==> src/rtl/mmd_pkg.sv <==
package mmd_pkg;
  // Per-cell phase counter: two flops hold 0..2 ticks remaining
  localparam int CNT_W = 2;
  typedef logic [CNT_W-1:0] cnt_t;
  localparam cnt_t RELOAD_SHORT = cnt_t'(1); // divide-by-2 period
  localparam cnt_t RELOAD_LONG  = cnt_t'(2); // divide-by-3 period
  localparam cnt_t CNT_END      = cnt_t'(0);
endpackage

==> src/rtl/mmd_cell.sv <==
module mmd_cell
  import mmd_pkg::*;
(
  input  logic clk,
  input  logic rst,
  input  logic tick_in,   // one input period of this cell
  input  logic mod_in,    // modulus request from the next (slower) cell
  input  logic prog,      // 1: allow one divide-by-3 period
  output logic tick_out,  // one output period of this cell
  output logic mod_out    // modulus request to the previous (faster) cell
);

  cnt_t cnt_q;
  logic at_end;
  logic go_long;

  assign at_end   = (cnt_q == CNT_END);
  assign tick_out = tick_in & at_end;
  assign mod_out  = mod_in & at_end;
  assign go_long  = prog & mod_in;

  always_ff @(posedge clk) begin
    if (rst) begin
      // Reset acts as a global reload, so the first period is full length
      cnt_q <= prog ? RELOAD_LONG : RELOAD_SHORT;
    end else if (tick_in) begin
      if (at_end) cnt_q <= go_long ? RELOAD_LONG : RELOAD_SHORT;
      else        cnt_q <= cnt_q - cnt_t'(1);
    end
  end

  AST_CNT_LEGAL: assert property (@(posedge clk) disable iff (rst)
    cnt_q != cnt_t'(3));

  AST_CELL_GAP: assert property (@(posedge clk) disable iff (rst)
    tick_out |=> !tick_out);

endmodule

==> src/rtl/mmd_chain.sv <==
module mmd_chain #(
  parameter int NSTAGES = 10
) (
  input  logic               clk,
  input  logic               rst,
  input  logic [NSTAGES-1:0] prog,
  output logic               period_end
);

  logic [NSTAGES:0] tick;  // tick[i] drives cell i, tick[i+1] is its output
  logic [NSTAGES:0] modc;  // modc[i+1] enters cell i, modc[i] leaves it

  assign tick[0]       = 1'b1;
  assign modc[NSTAGES] = 1'b1;
  assign period_end    = tick[NSTAGES];

  for (genvar i = 0; i < NSTAGES; i++) begin : g_cell
    mmd_cell u_cell (
      .clk      (clk),
      .rst      (rst),
      .tick_in  (tick[i]),
      .mod_in   (modc[i+1]),
      .prog     (prog[i]),
      .tick_out (tick[i+1]),
      .mod_out  (modc[i])
    );

    // A stage may only take its long period at the end of the whole period
    AST_MOD_AT_END: assert property (@(posedge clk) disable iff (rst)
      (modc[i] && tick[i+1]) |-> period_end);
  end

endmodule

==> src/rtl/mmd_divider.sv <==
module mmd_divider #(
  parameter int NSTAGES = 10
) (
  input  logic               clk,
  input  logic               rst,
  input  logic [NSTAGES-1:0] ratio_sel,
  output logic               div_out
);

  localparam int N_BASE = 1 << NSTAGES;
  localparam int GAP_W  = NSTAGES + 2;

  logic period_end;

  mmd_chain #(.NSTAGES(NSTAGES)) u_chain (
    .clk        (clk),
    .rst        (rst),
    .prog       (ratio_sel),
    .period_end (period_end)
  );

  always_ff @(posedge clk) begin
    if (rst) div_out <= 1'b0;
    else     div_out <= period_end;
  end

  // Checker state: edges since the last reload and the ratio taken then
  logic [GAP_W-1:0] chk_gap;
  logic [GAP_W-1:0] chk_exp;

  always_ff @(posedge clk) begin
    if (rst || period_end) begin
      chk_gap <= '0;
      chk_exp <= GAP_W'(N_BASE) + GAP_W'(ratio_sel);
    end else begin
      chk_gap <= chk_gap + GAP_W'(1);
    end
  end

  AST_PERIOD_LEN: assert property (@(posedge clk) disable iff (rst)
    period_end |-> (chk_gap == chk_exp - GAP_W'(1)));

  AST_NO_OVERRUN: assert property (@(posedge clk) disable iff (rst)
    chk_gap < chk_exp);

  AST_PULSE_ONE: assert property (@(posedge clk) disable iff (rst)
    div_out |=> !div_out);

endmodule

==> config.mk <==
export PLATFORM = sky130hd
export DESIGN_NAME = mmd_divider
export DESIGN_NICKNAME = d
export VERILOG_FILES = /design/src/rtl/mmd_pkg.sv /design/src/rtl/mmd_cell.sv /design/src/rtl/mmd_chain.sv /design/src/rtl/mmd_divider.sv
export SDC_FILE = /design/constraint.sdc
export NUM_CORES = 1
export LEC_CHECK = 0
export ABC_AREA = 1
export BUFFER_PORTS_ARGS = -buffer_cell sky130_fd_sc_hd__buf_2
export CORE_ASPECT_RATIO = 0.7
export CORE_UTILIZATION = 35
export CTS_BUF_LIST = sky130_fd_sc_hd__clkbuf_16
export CTS_CLUSTER_DIAMETER = 200
export DETAILED_ROUTE_END_ITERATION = 8
export PLACE_DENSITY = 0.51
export SYNTH_ARGS = -nofsm -noshare
export SYNTH_HDL_FRONTEND = slang
export SYNTH_SLANG_ARGS = --single-unit
==> constraint.sdc <==
create_clock -name clk -period 2 [get_ports clk]
set_input_delay 0.4 -clock clk [delete_from_list [all_inputs] [get_ports clk]]
set_output_delay 0.4 -clock clk [all_outputs]
set_load 0.01 [all_outputs]
Word level (Yosys, flattened, before mapping)
Cells that the tools add are included.
{"block": "totals", "output_inout_bits": 1, "reg_bits": 21, "inputBits": 12, "word_cells": 114}
{"block": "op_classes", "reduce_logical": 19, "addsub": 10, "bitwise": 26, "mux": 48}
{"operator": "2-bit 2-to-1 mux", "count": 48}
{"operator": "1-bit AND", "count": 26}
{"operator": "2-bit zero test", "count": 10}
{"operator": "2-bit by 1-bit subtractor with 2-bit output, second input constant", "count": 10}
{"operator": "2-bit nonzero test", "count": 9}

Depth between registers and ports, before layout
{"block": "logic_depth", "ltp_word": 13, "ltp_mapped": 7, "ltp_nobuf": 7}

Modules after synthesis
A second synthesis with hierarchy kept.
{"block": "unflattened", "cells_unflattened": 214, "hier_area_um2": 1435.1}
{"mod": "mmd_cell", "cells_per_inst": 21, "instances": 10, "area_per_inst_um2": 140.1}
{"mod": "mmd_divider", "cells_per_inst": 3, "instances": 1, "area_per_inst_um2": 30.0}
{"mod": "mmd_chain", "cells_per_inst": 1, "instances": 1, "area_per_inst_um2": 3.8}

Worst setup path after synthesis
No wires, ideal clock.
{"block": "synth_timing", "kind": "register -> register", "startpoint": "register u_chain.g_cell[2].u_cell.cnt_q[0]", "endpoint": "register u_chain.g_cell[9].u_cell.cnt_q[0] (enable)", "setup_ps": 297, "stages_incl_launch_ff": 8, "required_ps": 1703, "arrival_ps": 1166, "path_slack_ps": 538, "cell_sequence": "edfxtp_1 > nor2_4 > nand2_4 > nor3_4 > nand3_2 > nor2_2 > nand2_2 > nand2_1"}
{"block": "synth_between", "elab_chain_len": 9}
{"element": "start, declared", "line_no": "mmd_cell.sv:13", "rtl": "cnt_t cnt_q;"}
{"element": "start signal, assigned", "line_no": "mmd_cell.sv:25", "rtl": "cnt_q <= prog ? RELOAD_LONG : RELOAD_SHORT;"}
{"element": "start signal, assigned", "line_no": "mmd_cell.sv:27", "rtl": "if (at_end) cnt_q <= go_long ? RELOAD_LONG : RELOAD_SHORT;"}
{"element": "start signal, assigned", "line_no": "mmd_cell.sv:28", "rtl": "else cnt_q <= cnt_q - cnt_t'(1);"}
{"element": "2-bit zero test", "line_no": "mmd_cell.sv:17", "rtl": "assign at_end = (cnt_q == CNT_END);"}
{"element": "1-bit AND (7 in a row)", "line_no": "mmd_cell.sv:18", "rtl": "assign tick_out = tick_in & at_end;"}
{"element": "2-bit nonzero test (no line)"}
{"element": "end signal, assigned", "line_no": "mmd_cell.sv:25"}
{"element": "end signal, assigned", "line_no": "mmd_cell.sv:27"}
{"element": "end signal, assigned", "line_no": "mmd_cell.sv:28"}
{"element": "end, declared", "line_no": "mmd_cell.sv:13"}
Every way passes these cells.
A chain may end at the register's enable or synchronous reset.

Worst setup path in the final report
{"block": "layout_timing", "startpoint": "register u_chain.g_cell[2].u_cell.cnt_q[0]", "endpoint": "register u_chain.g_cell[9].u_cell.cnt_q[1] (enable)"}
The elaborated chain is that of the path after synthesis.

==> run_results.csv <==
group,metric,value,unit
worst_setup_path,r2r_setup_slack,370,ps
sta,finalCritPeriodShare,81.7,%
clock_network,cts_sinks,21,
routing,drtIter0Drc,67,
synthesis,synth.net_count,148,
routing,ant_nets,0,
clock_network,cts_resized,0,
layout,multi_input_area,517,um^2
layout,fin_nets,162,
min_path,worstHoldPathCells,3,
sta,hold_viol,0,
run,cap_viol_max_count,0,
die,core.rowCount,17,
worst_setup_path,r2r_cells,7,
sta,worst_hold_slack,427,ps
sta,setup-tns-final,0,ps
synthesis,ys_seq_area_share,50.1,%
clock_network,clk_pin_slew,60,ps
sta,rsz0062_at_grt,"no",
clock_network,clkLatencyLatePin,250,ps
worst_setup_path,critPathArrivalTime,1590,ps
global_route,grt_pass1_vias,843,
die,core,3210,um^2
placed_design,pre_cts_ws,379,ps
power,p_total,1.10,mW
layout,nFillCells,339,
layout,final_core_util,43.0,%
worst_setup_path,cp-end-kind,"flop",
die,initial_utilization,37.3,%
layout,antenna_cells,0,
layout,final_area,1380,um^2
sta,clock_skew,1.26,ps
sta,setup_viol,0,
synthesis,yosysTopAreaCell,"edfxtp_1",
global_route,grtUsageTotal,14.5,%
global_route,overflow,0,
sta,finalCriticalPeriod,1630,ps
min_path,min_from,"ratio_sel[0]",
power,leakage,0.593,nW
placed_design,dp_hpwl,1730,um
placed_design,dpl_cell_area,1300,um^2
routing,routedWlPerCell,11.3,um
global_route,grt_pass1_wl,3950,um
power,irDropWorstVdd,0.382,mV
synthesis,synth_warnings,0,
sta,fmax,612,MHz
sta,maxSlewHeadroom,73.8,%
clock_network,cts-root-buf,"clkbuf_16",
die,die_area,3670,um^2
clock_network,ctsHoldBuffers,0,
synthesis,synth-seq-cells,21,
outcome,status,"complete, no violations",
routing,drt-pass1-iter-count,4,
die,die_w,71.9,um
routing,viasPerCell,4.73,
global_route,grt_max_degree,27,
worst_setup_path,rr_endpoint,"u_chain.g_cell[9].u_cell.cnt_q[1]$_DFFE_PP_",
layout,regArea,601,um^2
synthesis,postSynthAreaPerCell,8.81,um^2
layout,drive_above_1_share,23.5,%
die,io_pins,13,
routing,drc,0,
placed_design,gp_congestion,0.714,
routing,wirelength,2220,um
sta,fin_ws,367,ps
synthesis,synthesis.area,1200,um^2
min_path,worstHoldEndpoint,"u_chain.g_cell[0].u_cell.cnt_q[1]$_DFF_P_",
clock_network,cts_setup_buffers,0,
global_route,use_met2,19.2,%
sta,finalMaxSlewViolations,0,
placed_design,portBuffers,12,
global_route,grt_util_met3,4.93,%
worst_setup_path,r2r_start,"u_chain.g_cell[2].u_cell.cnt_q[0]$_DFFE_PP_",
worst_setup_path,start_kind,"flop",
worst_setup_path,setup.worst_path.class,"reg -> reg",
min_path,hp-class,"in -> reg",
clock_network,clk_path_buf_depth,2,
layout,syn2layout_area_growth,15.3,%
clock_network,h-tree-depth,1,
placed_design,place_inst,192,
clock_network,cts_tree,"yes",
layout,finalNonFillerCells,196,
power,powerDensity,794,nW/um^2
synthesis,yosys.area.top_type_share,45.1,%
sta,tightest_slew,393,ps
synthesis,synth_cells,136,
worst_setup_path,worstPathMaxFanout,4,
synthesis,yosys-top-cells-area,"edfxtp_1 (45%), nand2_1 (10%), dfxtp_1 (5.0%)",
clock_network,cts_buffers,3,
worst_setup_path,critPathRequiredTime,1960,ps
global_route,met1_usage,21.9,%
global_route,busiest_layer,"met1",
synthesis,netlist-cell-type-count,31,
global_route,antenna_found_initial,0,
routing,num_vias,928,
die,die_h,51.0,um
## synthesized netlist by cell type (all sizes together)
library cell  count
nand2            34
dfxtp             3
a21boi            2
a31oi             4
o211ai            1
o21bai            1
buf               2
o21a              2
a22oi             1
inv              18
o21ai             8
nor3              2
nand3             9
and3              2
nand4             3
nor2             20
edfxtp           18
nand3b            1
a21oi             2
a211oi            1
nor4              1
clkbuf            1
## worst max-delay path by stage
| stage | cells after the start | slack [ps] | to | startpoint |
|---|---|---|---|---|
| 2_1_floorplan | 7 | 540 | u_chain.g_cell[9].u_cell.cnt_q[0]$_DFFE_PP_ | u_chain.g_cell[2].u_cell.cnt_q[0]$_DFFE_PP_ |
| 4_1_cts | 7 | 370 | u_chain.g_cell[9].u_cell.cnt_q[1]$_DFFE_PP_ | u_chain.g_cell[2].u_cell.cnt_q[0]$_DFFE_PP_ |
| 3_3_place_gp | 7 | 390 | u_chain.g_cell[9].u_cell.cnt_q[1]$_DFFE_PP_ | u_chain.g_cell[2].u_cell.cnt_q[0]$_DFFE_PP_ |
| 5_1_grt | 7 | 290 | u_chain.g_cell[9].u_cell.cnt_q[1]$_DFFE_PP_ | u_chain.g_cell[2].u_cell.cnt_q[0]$_DFFE_PP_ |
| 6_report | 7 | 370 | u_chain.g_cell[9].u_cell.cnt_q[1]$_DFFE_PP_ | u_chain.g_cell[2].u_cell.cnt_q[0]$_DFFE_PP_ |
| 3_5_place_dp | 7 | 380 | u_chain.g_cell[9].u_cell.cnt_q[1]$_DFFE_PP_ | u_chain.g_cell[2].u_cell.cnt_q[0]$_DFFE_PP_ |
## placed cells by master, fill, tap and decap left out, types with 2 or more instances in the layout
master and count:
edfxtp_1 18, nand4_1 2, nand3_1 8, o21ai_0 4, nor2_2 7, nor2_4 3
clkbuf_16 3, buf_2 12, o21a_1 2, and3_1 2, a21oi_1 2, o21ai_1 4
inv_1 15, a31oi_1 4, a21boi_1 2, inv_2 4, nor2_1 10, nand2_1 32
dfxtp_1 3
## critical path: stages, from the launching register on
cell and delay, ps:
edfxtp_1 450, nor2_4 170, nand2_4 80, nor3_4 230, nand3_2 140, nor2_2 110, nand2_2 60, nand2_1 100
## layer usage
layer  vias to the layer above  wire length (um)  part of all wire (%)
met1                       416              1260                    57
met4                         0                17                  0.76
met2                        23               827                    37
met3                         2               120                   5.4
met5                         -                 0                     0
li1                        487                 -                     -
## cell type report
type                       count  area share (%)
inverter                      18            4.89
clock buffer                   3            5.43
multi-input combinational     94            37.4
timing repair buffer          12            4.34
clock inverter                 1           0.271
tap                           47            4.25
sequential                    21            43.4
## registers in the layout, summed over array words and instances, names as in the netlist
name,cells
u_chain.g_cell.u_cell.cnt_q,20
div_out,1
## kinds of logic (layout without fill, tap and decap cells)
| logic type | count (synthesis) | after routing | synth area share, % |
|---|---|---|---|
| AOI/OAI and AO/OA | 22 | 22 | 11.3 |
| DFF | 21 | 21 | 50.1 |
| buffers and inverters | 21 | 34 | 6.78 |
| and+or+nand+nor | 72 | 72 | 31.8 |
## where the power goes
group	internal (mW)	switching, mW
Combinational	0.0491	0.0850
Clock	0.266	0.146
Sequential	0.522	0.0295
No activity file was read; power rests on OpenSTA's default activity.
